<file path="config.mk">
export PLATFORM = sky130hd
export DESIGN_NAME = spi_xfer_master
export DESIGN_NICKNAME = d
export VERILOG_FILES = /design/src/rtl/spi_xfer_pkg.sv /design/src/rtl/spi_half_timer.sv /design/src/rtl/spi_bit_locator.sv /design/src/rtl/spi_xfer_master.sv
export SDC_FILE = /design/constraint.sdc
export NUM_CORES = 1
export LEC_CHECK = 0
export ABC_AREA = 1
export CORE_MARGIN = 1.5
export CORE_UTILIZATION = 40
export CTS_BUF_LIST = sky130_fd_sc_hd__clkbuf_16
export DETAILED_ROUTE_END_ITERATION = 8
export GPL_TIMING_DRIVEN = 1
export PLACE_DENSITY = 0.63
export SYNTH_ARGS = -nofsm -noshare
export SYNTH_HDL_FRONTEND = slang
export SYNTH_SLANG_ARGS = --single-unit
</file>
<file path="constraint.sdc">
create_clock -name clk -period 3.77 [get_ports clk]
set_clock_uncertainty 0.15 [all_clocks]
set_input_delay 0.5655 -clock clk [delete_from_list [all_inputs] [get_ports clk]]
set_output_delay 0.5655 -clock clk [all_outputs]
set_load 0.1 [all_outputs]
</file>
<file path="src/rtl/spi_xfer_pkg.sv">
package spi_xfer_pkg;

    typedef enum logic [1:0] {
        ST_IDLE,
        ST_LEAD,
        ST_SHIFT,
        ST_TRAIL
    } xfer_state_t;

    // Field order matches control bits 13:9
    typedef struct packed {
        logic auto_ss;
        logic irq_en;
        logic lsb_first;
        logic tx_fall;
        logic rx_fall;
    } xfer_flags_t;

    localparam int XFER_FLAGS_W   = 5;
    localparam int CTRL_GO_BIT    = 8;
    localparam int CTRL_FLAGS_LSB = 9;
    localparam int WORD_W         = 32;

endpackage

</file>
<file path="src/rtl/spi_half_timer.sv">
module spi_half_timer #(
    parameter int DIV_W = 16
) (
    input  logic             clk,
    input  logic             rst_n,
    input  logic             start,
    input  logic             run,
    input  logic [DIV_W-1:0] div,
    output logic             tick
);
    localparam int CNT_W = DIV_W + 1;

    logic [CNT_W-1:0] cnt_q;
    logic [CNT_W-1:0] reload;

    // half-period of 2*(div+1) cycles: count reload..0
    assign reload = {div, 1'b1};
    assign tick   = run && (cnt_q == '0);

    always_ff @(posedge clk or negedge rst_n) begin
        if (!rst_n) begin
            cnt_q <= '0;
        end else if (start) begin
            cnt_q <= reload;
        end else if (run) begin
            cnt_q <= (cnt_q == '0) ? reload : cnt_q - 1'b1;
        end
    end
endmodule

</file>
<file path="src/rtl/spi_bit_locator.sv">
module spi_bit_locator #(
    parameter int LEN_W = 7
) (
    input  logic [LEN_W-1:0] len_code,
    input  logic             lsb_first,
    input  logic [LEN_W:0]   order_idx,
    output logic [LEN_W:0]   xfer_len,
    output logic [LEN_W-1:0] bit_pos
);
    localparam logic [LEN_W:0] FULL_LEN = (LEN_W+1)'(1) << LEN_W;

    logic [LEN_W:0] span_left;
    logic           unused_msb;

    always_comb begin
        xfer_len  = (len_code == '0) ? FULL_LEN : {1'b0, len_code};
        span_left = xfer_len - (LEN_W+1)'(1) - order_idx;
        bit_pos   = lsb_first ? order_idx[LEN_W-1:0] : span_left[LEN_W-1:0];
    end

    assign unused_msb = span_left[LEN_W];
endmodule

</file>
<file path="src/rtl/spi_xfer_master.sv">
module spi_xfer_master #(
    parameter int WORDS  = 4,
    parameter int NUM_SS = 7,
    parameter int DIV_W  = 16,
    parameter int ADDR_W = 5
) (
    input  logic              clk,
    input  logic              rst_n,
    input  logic              reg_wr,
    input  logic              reg_rd,
    input  logic [ADDR_W-1:0] reg_addr,
    input  logic [31:0]       reg_wdata,
    output logic [31:0]       reg_rdata,
    output logic              sclk,
    output logic              mosi,
    input  logic              miso,
    output logic [NUM_SS-1:0] ss_n,
    output logic              irq
);
    import spi_xfer_pkg::*;

    localparam int BUF_W  = WORDS * WORD_W;
    localparam int LEN_W  = $clog2(BUF_W);
    localparam int ECNT_W = LEN_W + 2;
    localparam int SEL_W  = ADDR_W - 2;
    localparam logic [SEL_W-1:0] SEL_CTRL = SEL_W'(WORDS);
    localparam logic [SEL_W-1:0] SEL_DIV  = SEL_W'(WORDS + 1);
    localparam logic [SEL_W-1:0] SEL_SS   = SEL_W'(WORDS + 2);

    xfer_state_t        state, state_nx;
    xfer_flags_t        flags_q, new_flags;
    logic [LEN_W-1:0]   len_q;
    logic [DIV_W-1:0]   div_q;
    logic [NUM_SS-1:0]  ss_q;
    logic [BUF_W-1:0]   tx_flat, rx_flat;
    logic [ECNT_W-1:0]  edge_cnt;
    logic               sclk_q, mosi_q, irq_q;

    logic [SEL_W-1:0]   word_sel;
    logic               wr_ok, go, busy, sel_live, auto_sel;
    logic               tick, edge_tick, rising, sample_now, drive_now, last_edge;
    logic [LEN_W:0]     bit_j, next_j, tx_order;
    logic [LEN_W:0]     rx_len, tx_len;
    logic [LEN_W-1:0]   rx_pos, tx_pos, tx_len_code;
    logic               tx_lsb, tx_bit;
    logic [1:0]         unused_addr;

    assign word_sel    = reg_addr[ADDR_W-1:2];
    assign unused_addr = reg_addr[1:0];
    assign wr_ok       = reg_wr && (state == ST_IDLE);
    assign go          = wr_ok && (word_sel == SEL_CTRL) && reg_wdata[CTRL_GO_BIT];
    assign new_flags   = xfer_flags_t'(reg_wdata[CTRL_FLAGS_LSB +: XFER_FLAGS_W]);
    assign auto_sel    = flags_q.auto_ss;

    // transmit words, one register per word
    for (genvar gw = 0; gw < WORDS; gw++) begin : g_txw
        logic [WORD_W-1:0] word_q;
        always_ff @(posedge clk or negedge rst_n) begin
            if (!rst_n) begin
                word_q <= '0;
            end else if (wr_ok && (word_sel == SEL_W'(gw))) begin
                word_q <= reg_wdata;
            end
        end
        assign tx_flat[gw*WORD_W +: WORD_W] = word_q;
    end

    // configuration registers
    always_ff @(posedge clk or negedge rst_n) begin
        if (!rst_n) begin
            flags_q <= '0;
            len_q   <= '0;
            div_q   <= '0;
            ss_q    <= '0;
        end else if (wr_ok) begin
            if (word_sel == SEL_CTRL) begin
                flags_q <= new_flags;
                len_q   <= reg_wdata[LEN_W-1:0];
            end
            if (word_sel == SEL_DIV) div_q <= reg_wdata[DIV_W-1:0];
            if (word_sel == SEL_SS)  ss_q  <= reg_wdata[NUM_SS-1:0];
        end
    end

    spi_half_timer #(.DIV_W(DIV_W)) u_timer (
        .clk   (clk),
        .rst_n (rst_n),
        .start (go),
        .run   (busy),
        .div   (div_q),
        .tick  (tick)
    );

    // edge bookkeeping
    assign rising     = ~edge_cnt[0];
    assign bit_j      = edge_cnt[ECNT_W-1:1];
    assign next_j     = bit_j + 1'b1;
    assign sample_now = rising ^ flags_q.rx_fall;
    assign drive_now  = rising ^ flags_q.tx_fall;
    assign edge_tick  = tick && ((state == ST_LEAD) || (state == ST_SHIFT));
    assign last_edge  = (edge_cnt == ({rx_len, 1'b0} - ECNT_W'(1)));

    spi_bit_locator #(.LEN_W(LEN_W)) u_rx_loc (
        .len_code  (len_q),
        .lsb_first (flags_q.lsb_first),
        .order_idx (bit_j),
        .xfer_len  (rx_len),
        .bit_pos   (rx_pos)
    );

    // at the start the new control word decides bit 0
    assign tx_len_code = (state == ST_IDLE) ? reg_wdata[LEN_W-1:0] : len_q;
    assign tx_lsb      = (state == ST_IDLE) ? new_flags.lsb_first : flags_q.lsb_first;
    assign tx_order    = (state == ST_IDLE) ? '0 : next_j;

    spi_bit_locator #(.LEN_W(LEN_W)) u_tx_loc (
        .len_code  (tx_len_code),
        .lsb_first (tx_lsb),
        .order_idx (tx_order),
        .xfer_len  (tx_len),
        .bit_pos   (tx_pos)
    );

    assign tx_bit = tx_flat[tx_pos];

    // state register
    always_ff @(posedge clk or negedge rst_n) begin
        if (!rst_n) state <= ST_IDLE;
        else        state <= state_nx;
    end

    // transitions
    always_comb begin
        state_nx = state;
        unique case (state)
            ST_IDLE:  if (go)                     state_nx = ST_LEAD;
            ST_LEAD:  if (tick)                   state_nx = ST_SHIFT;
            ST_SHIFT: if (tick && last_edge)      state_nx = ST_TRAIL;
            ST_TRAIL: if (tick)                   state_nx = ST_IDLE;
            default:                              state_nx = ST_IDLE;
        endcase
    end

    // state-decoded outputs
    always_comb begin
        unique case (state)
            ST_IDLE: begin busy = 1'b0; sel_live = 1'b0; end
            default: begin busy = 1'b1; sel_live = 1'b1; end
        endcase
    end

    assign ss_n = ~(ss_q & {NUM_SS{!auto_sel || sel_live}});

    // serial datapath
    always_ff @(posedge clk or negedge rst_n) begin
        if (!rst_n) begin
            edge_cnt <= '0;
            sclk_q   <= 1'b0;
            mosi_q   <= 1'b0;
            rx_flat  <= '0;
        end else if (go) begin
            edge_cnt <= '0;
            sclk_q   <= 1'b0;
            mosi_q   <= tx_bit;
        end else if (edge_tick) begin
            sclk_q   <= ~sclk_q;
            edge_cnt <= edge_cnt + 1'b1;
            if (sample_now) rx_flat[rx_pos] <= miso;
            if (drive_now && (next_j < rx_len)) mosi_q <= tx_bit;
        end else if (tick && (state == ST_TRAIL)) begin
            mosi_q <= 1'b0;
        end
    end

    // interrupt: set wins over an access in the same cycle
    always_ff @(posedge clk or negedge rst_n) begin
        if (!rst_n) begin
            irq_q <= 1'b0;
        end else if (tick && (state == ST_TRAIL) && flags_q.irq_en) begin
            irq_q <= 1'b1;
        end else if (reg_wr || reg_rd) begin
            irq_q <= 1'b0;
        end
    end

    // read mux
    always_comb begin
        reg_rdata = '0;
        if (word_sel < SEL_CTRL) begin
            reg_rdata = rx_flat[word_sel[SEL_W-2:0]*WORD_W +: WORD_W];
        end else if (word_sel == SEL_CTRL) begin
            reg_rdata[CTRL_FLAGS_LSB +: XFER_FLAGS_W] = flags_q;
            reg_rdata[CTRL_GO_BIT]                    = busy;
            reg_rdata[LEN_W-1:0]                      = len_q;
        end else if (word_sel == SEL_DIV) begin
            reg_rdata[DIV_W-1:0] = div_q;
        end else if (word_sel == SEL_SS) begin
            reg_rdata[NUM_SS-1:0] = ss_q;
        end
    end

    assign sclk = sclk_q;
    assign mosi = mosi_q;
    assign irq  = irq_q;

endmodule

</file>
# Word level (Yosys, flattened, before mapping)

Cells that the tools add are included.

Bitwise gates (word level): 7
Multiplexer cells: 40
$lt $le $gt $ge: 5
Eq/ne operators: 15
Shift-type cells: 1
Add/subtract/negate cells: 8
Reduce and logical (&&, ||, !) cells: 32

Operators by type and width:

| cell                                                                         | number |
|---|---|
| 128-bit bitwise mux                                                          | 1 |
| 128-bit by 8-bit variable part select with 32-bit output                     | 1 |
| 7-bit two-way mux                                                            | 8 |
| 17-bit two-way mux                                                           | 3 |
| 16-bit two-way mux                                                           | 2 |
| 9-bit two-way mux                                                            | 3 |
| 17-bit logical NOT                                                           | 1 |
| 17-bit by 1-bit subtractor with 17-bit output, second input constant         | 1 |
| 7-bit by 8-bit less-than comparator with 1-bit output, second input constant | 2 |
| 1-bit logical AND                                                            | 14 |
| 7-bit logical NOT                                                            | 2 |
| 7-bit by 1-bit subtractor with 7-bit output, second input constant           | 2 |
| 7-bit subtractor                                                             | 2 |
| 1-bit two-way mux                                                            | 13 |
| 2-bit two-way mux                                                            | 5 |
| 9-bit by 1-bit adder with 9-bit output, second input constant                | 1 |
| 3-bit equality test, second input constant                                   | 3 |
| 9-bit equality test                                                          | 1 |
| 9-bit by 1-bit subtractor with 9-bit output, second input constant           | 1 |
| 8-bit by 1-bit adder with 8-bit output, second input constant                | 1 |
| 8-bit less-than comparator                                                   | 1 |
| 8-bit two-way mux                                                            | 1 |
| 2-bit case mux with 4 select lines                                           | 1 |
| 2-bit AND reduction                                                          | 4 |
| 24 further kinds                                                             | 34 |

Register bits: 322
Input port bits: 42
Word-level logic and storage cells: 127

# Longest topological paths before layout

Depth in word-level cells: 12
Depth in mapped cells: 24
Depth with buffers taken out: 22

# Modules after synthesis

From an unflattened synthesis, not the netlist that was laid out.

Cell total of the unflattened synthesis: 2231
Area total of the unflattened synthesis: 17232.8 um2

By module, submodules not included:

| module          | area an instance (um2) | cells an instance | instances | seq. area each (um2) |
|---|---|---|---|---|
| spi_xfer_master | 14986.9                | 1841              | 1         | 7632.3 |
| spi_half_timer  | 1385.1                 | 220               | 1         | 425.4 |
| spi_bit_locator | 430.4                  | 85                | 2         | 0.0 |

# Worst setup path after synthesis

Ideal clock, no wire load.

Path type: input port to output port
Start point: input port reg_addr[4]
End point: output port reg_rdata[14]
Path slack: -0.238 ns
Required time: 3.054 ns
Arrival: 3.293 ns
Buffers on the path: 2
Stages: 6
Cell sequence: buf_4 inv_2 nor2_1 inv_2 clkbuf_1 o21ai_0

Word-level cells in the longest chain between the ends: 4
Elaborated cells on any way between the ends: 6
Classes of those cells: 1 x order compare; 2 x eq/ne; 3 x mux

RTL lines:

| element                | line                   | source |
|---|---|---|
| start: declaration     | spi_xfer_master.sv:11  | `input logic [ADDR_W-1:0] reg_addr,` |
| 3-bit equality test    | spi_xfer_master.sv:195 | `end else if (word_sel == SEL_DIV) begin` |
| 9-bit two-way mux      | spi_xfer_master.sv:195 |  |
| 2-bit two-way mux      | spi_xfer_master.sv:191 | `end else if (word_sel == SEL_CTRL) begin` |
| 16-bit two-way mux (*) | spi_xfer_master.sv:189 | `if (word_sel < SEL_CTRL) begin` |
| end: declaration       | spi_xfer_master.sv:13  | `output logic [31:0] reg_rdata,` |

Mark *: on every way between the ends. The rest lies on a longest branch, timed or not.

# Worst setup path in the final report

Start point: register len_q[3]
End point: register rx_flat[7]

Word-level cells in the longest chain between the ends: 10
Elaborated cells on any way between the ends: 11
Classes of those cells: 2 x add/sub; 2 x order compare; 5 x mux; 2 x reduce/logical

RTL lines:

| element                                                                                                                                       | line                   | source |
|---|---|---|
| start: declaration                                                                                                                            | spi_xfer_master.sv:32  | `logic [LEN_W-1:0] len_q;` |
| start signal: assignment                                                                                                                      | spi_xfer_master.sv:78  | `len_q <= reg_wdata[LEN_W-1:0];` |
| 7-bit logical NOT                                                                                                                             | spi_bit_locator.sv:16  | `xfer_len = (len_code == '0) ? FULL_LEN : {1'b0, len_code};` |
| 8-bit two-way mux (*)                                                                                                                         | spi_bit_locator.sv:16  |  |
| 7-bit by 1-bit subtractor with 7-bit output (*)                                                                                               | spi_bit_locator.sv:17  | `span_left = xfer_len - (LEN_W+1)'(1) - order_idx;` |
| 7-bit subtractor (*)                                                                                                                          | spi_bit_locator.sv:17  |  |
| 7-bit two-way mux (*)                                                                                                                         | spi_bit_locator.sv:18  | `bit_pos = lsb_first ? order_idx[LEN_W-1:0] : span_left[LEN_W-1:0];` |
| 7-bit by 8-bit less-than comparator with 1-bit output (implied by the code) or 7-bit by 1-bit >= comparator with 1-bit output (tied branches) | spi_xfer_master.sv:168 | `if (sample_now) rx_flat[rx_pos] <= miso;` |
| 1-bit logical AND (implied by the code)                                                                                                       | spi_xfer_master.sv:168 |  |
| 1-bit two-way mux (implied by the code)                                                                                                       | spi_xfer_master.sv:168 |  |
| 1-bit demux with 7-bit select (*)                                                                                                             | spi_xfer_master.sv:168 |  |
| 128-bit bitwise mux (*)                                                                                                                       | spi_xfer_master.sv:168 |  |
| end signal: indexed assignment                                                                                                                | spi_xfer_master.sv:168 |  |
| end: declaration                                                                                                                              | spi_xfer_master.sv:35  | `logic [BUF_W-1:0] tx_flat, rx_flat;` |

Marked as above.
A chain may end at the register's enable or synchronous reset.

==> summary.txt <==
Timing
  – Final Max Slew Viols: 0
  – Setup violators final: 0
  – RSZ-0062 raised after global routing: true
  – Period utilization: 0.957
  – Slew at the pin closest to its max-slew limit: 0.974 ns
  – WHS: 0.318 ns
  – Rel. slew slack: 0.349
  – Hold Violations, Final: 0
  – Fin crit period: 3.61 ns
  – Peak Freq: 0.277 GHz

Logic synthesis
  – Ys Warns: 0
  – Main synth FF type: dfrtp_1
  – Cell area after synthesis: 17900 um2
  – Post-synth top area share: 0.451
  – Ys async rst share: 1.00
  – Post-synth top cells: 682 x nand2_1, 341 x nand3_1, 322 x dfrtp_1, 211 x o21ai_0, 137 x inv_1
  – Synth top area cells: dfrtp_1 45%, nand2_1 14%, nand3_1 9.5%, o21ai_0 5.9%, nand4_1 3.1%
  – Part of the Yosys area used for sequential elements: 0.451
  – Average cell area after synthesis: 7.70 um2
  – Synth Instances: 2321
  – Most frequent cell after synthesis: nand2_1
  – Syn_nets: 2395
  – Synth unique cells: 54
  – Number of synthesized flops with an enable pin: 0
  – Synth Register Bits: 322
  – Post-synth top area cell: dfrtp_1

Routing
  – ANT nets after route: 0
  – Final WL: 53900 um
  – DR iter-0 viols: 1550
  – Routed len/inst: 18.1 um
  – Routed vias/inst: 5.53
  – Drt pass-1 iters: 6
  – Routed vias: 16.4k
  – # DRC: 0

Worst setup path
  – R2R Path Start: len_q[3]
  – Crit path launch: len_q[3]
  – RR Endpoint: rx_flat[7]
  – Required time worst endpoint: 4.06 ns
  – WP data arrival: 3.90 ns
  – Flop-to-flop setup slack: 0.16 ns
  – R2R cell count: 17
  – Max FO, Critical Path: 16
  – Startpoint types: flip-flop
  – CP Capture Type: flip-flop
  – Slowest Stage Delay on Critical Path: 0.43 ns
  – Worst path cell trace: nor3_1, nand3_1, nand2_1, inv_1, fa_1, nand3_1, nand3_1, xnor2_1, nand2_1, o21ai_1, inv_1, nor2_1, inv_1, nor2_4, nand3_1, nand2_1, nand2_1
  – CP Capture Point: rx_flat[7]
  – CP max-delay cell: fa_1
  – WS Path Type: reg2reg

Die
  – FP Rows: 77
  – Die width: 214 um
  – Io pins: 84
  – Die ar.: 46000 um2
  – Initial Util: 0.405
  – Core ar.: 44100 um2
  – Die Span Y: 214 um

Final layout
  – Layout area overhead: 17.4%
  – Nets: 2431
  – Non-Filler Instances: 2972
  – Fill count: 4360
  – Layout cells sized above 1: 0.106
  – Diode count: 0

Clocking
  – CTS clock-pin slew for the worst setup and hold paths: 0.06 ns
  – Clk buf depth: 3
  – # clock sinks: 322
  – Root Driver: clkbuf_16
  – CTS tree: done
  – CTS HTree Levels: 2
  – CTS buffer count: 40
  – Clock latency on the worst-skew pair: 0.56 ns

Placement
  – HPWL after DPL: 35400 um
  – Routability cong.: 0.868
  – Port bufs: 81
  – Placed Cells incl. Taps: 2902

Global routing
  – Total GRT Usage: 0.234
  – Grt ovf: 0
  – Initial antenna violation count: 0
  – Vias in the first global route: 15.9k
  – First-pass GRT wire length: 86800 um
  – Largest net degree at the start of global routing: 158

Power
  – Max rail drop VDD: 0.624 mV
  – Power Density: 880 nW/um2
  – Pleak: 9.16 nW

Min path
  – Worst min-delay path category: reg2reg

Status
  – Status: completed

Job
  – Max-cap check violation count: 0
## cells in the final DEF (no fill, tap or decap), drive strengths merged, types with 3 or more instances in the layout
master	count
clkbuf	41
dfrtp	322
o211ai	4
a221oi	6
nand3	343
nand4	90
o21ai	222
inv	160
a22oi	55
clkdlybuf4s50	40
ha	30
xnor2	9
o22ai	9
a31oi	4
buf	101
nand2	690
or2	5
o31ai	3
xor2	22
nor3	6
nor2	135
a21oi	46
clkinv	14
a211o	7
## cells by family after synthesis
kind of cell,synth area share
buffers and inverters,0.0721
AO/OA/AOI/OAI,0.119
adder cells (fa/ha/maj),0.0232
AND/OR/NAND/NOR,0.320
flip-flops,0.451
XOR/XNOR,0.0152
## sequential cells by signal (all words and copies together), names as in the netlist
register and count:
flags_q 4, irq 1, edge_cnt 9, mosi 1
u_timer.cnt_q 17, ss_q 7, sclk 1, g_txw.word_q 128
state 2, len_q 7, auto_sel 1, div_q 16
rx_flat 128
## per-layer routing
| metal | GRT usage | part of all wire | vias to the layer above |
|---|---|---|---|
| met5 | 0 | 0 | - |
| li1 | - | - | 7855 |
| met4 | 0.0965 | 0.033 | 0 |
| met3 | 0.0329 | 0.056 | 102 |
| met1 | 0.310 | 0.43 | 7944 |
| met2 | 0.385 | 0.48 | 525 |
## worst min path at each step
stage / start / endpoint / slack [ns] / cells past startpoint
after floorplan: rst_n / auto_sel / 0.12 / 0
after global placement: rx_flat[118] / rx_flat[118] / 0.30 / 2
after detailed placement: rx_flat[83] / rx_flat[83] / 0.31 / 2
after CTS: rx_flat[77] / rx_flat[77] / 0.32 / 2
after global routing: rx_flat[70] / rx_flat[70] / 0.34 / 2
final: rx_flat[82] / rx_flat[82] / 0.32 / 2
## per-stage QoR
stage	worst slack (ns)	util	power (mW)	TNS (ns)	instance area, um2
6_report	0.162	0.476	18.5	0	21000
5_1_grt	-0.0858	0.476	19.8	-0.608	21000
4_1_cts	0.0548	0.473	18.3	0	20900
3_5_place_dp	0.0473	0.447	14.7	0	19700
3_3_place_gp	0.121	0.447	14.6	0	19700
2_1_floorplan	-0.238	-	11.8	-0.714	17900
## repair_timing
item | CTS | global route
buffers inserted | 0 | 4
endpoints found under the hold margin | 80 | 0
endpoints found under the setup margin | 0 | 38
resized for setup | 0 | 13
hold buffers | 1 | 0
## cell type report
type	count	area, um2	area share
timing repair buffer	142	1760	0.0840
tap	592	741	0.0353
clock buffer	41	1030	0.0489
clock inverter	24	131	0.00626
inverter	152	576	0.0274
multi-input combinational	1699	8700	0.414
sequential	322	8060	0.384
## critical path, delay by kind of cell, from the launching register on
| kind | cells | cell delay (ns) |
|---|---|---|
| simple gates | 11 | 1.78 |
| fa+ha+maj | 1 | 0.43 |
| buf+inv | 3 | 0.39 |
| flops | 1 | 0.38 |
| compound gates | 1 | 0.21 |
| xor+xnor | 1 | 0.15 |
## power breakdown
part	switching (mW)	total, mW	internal [mW]
combinational	6.82	9.94	3.12
clock	1.48	3.50	2.02
sequential	0.634	5.03	4.40
total	8.94	18.5	9.53
Note: power is estimated with default switching activity, not from simulation.
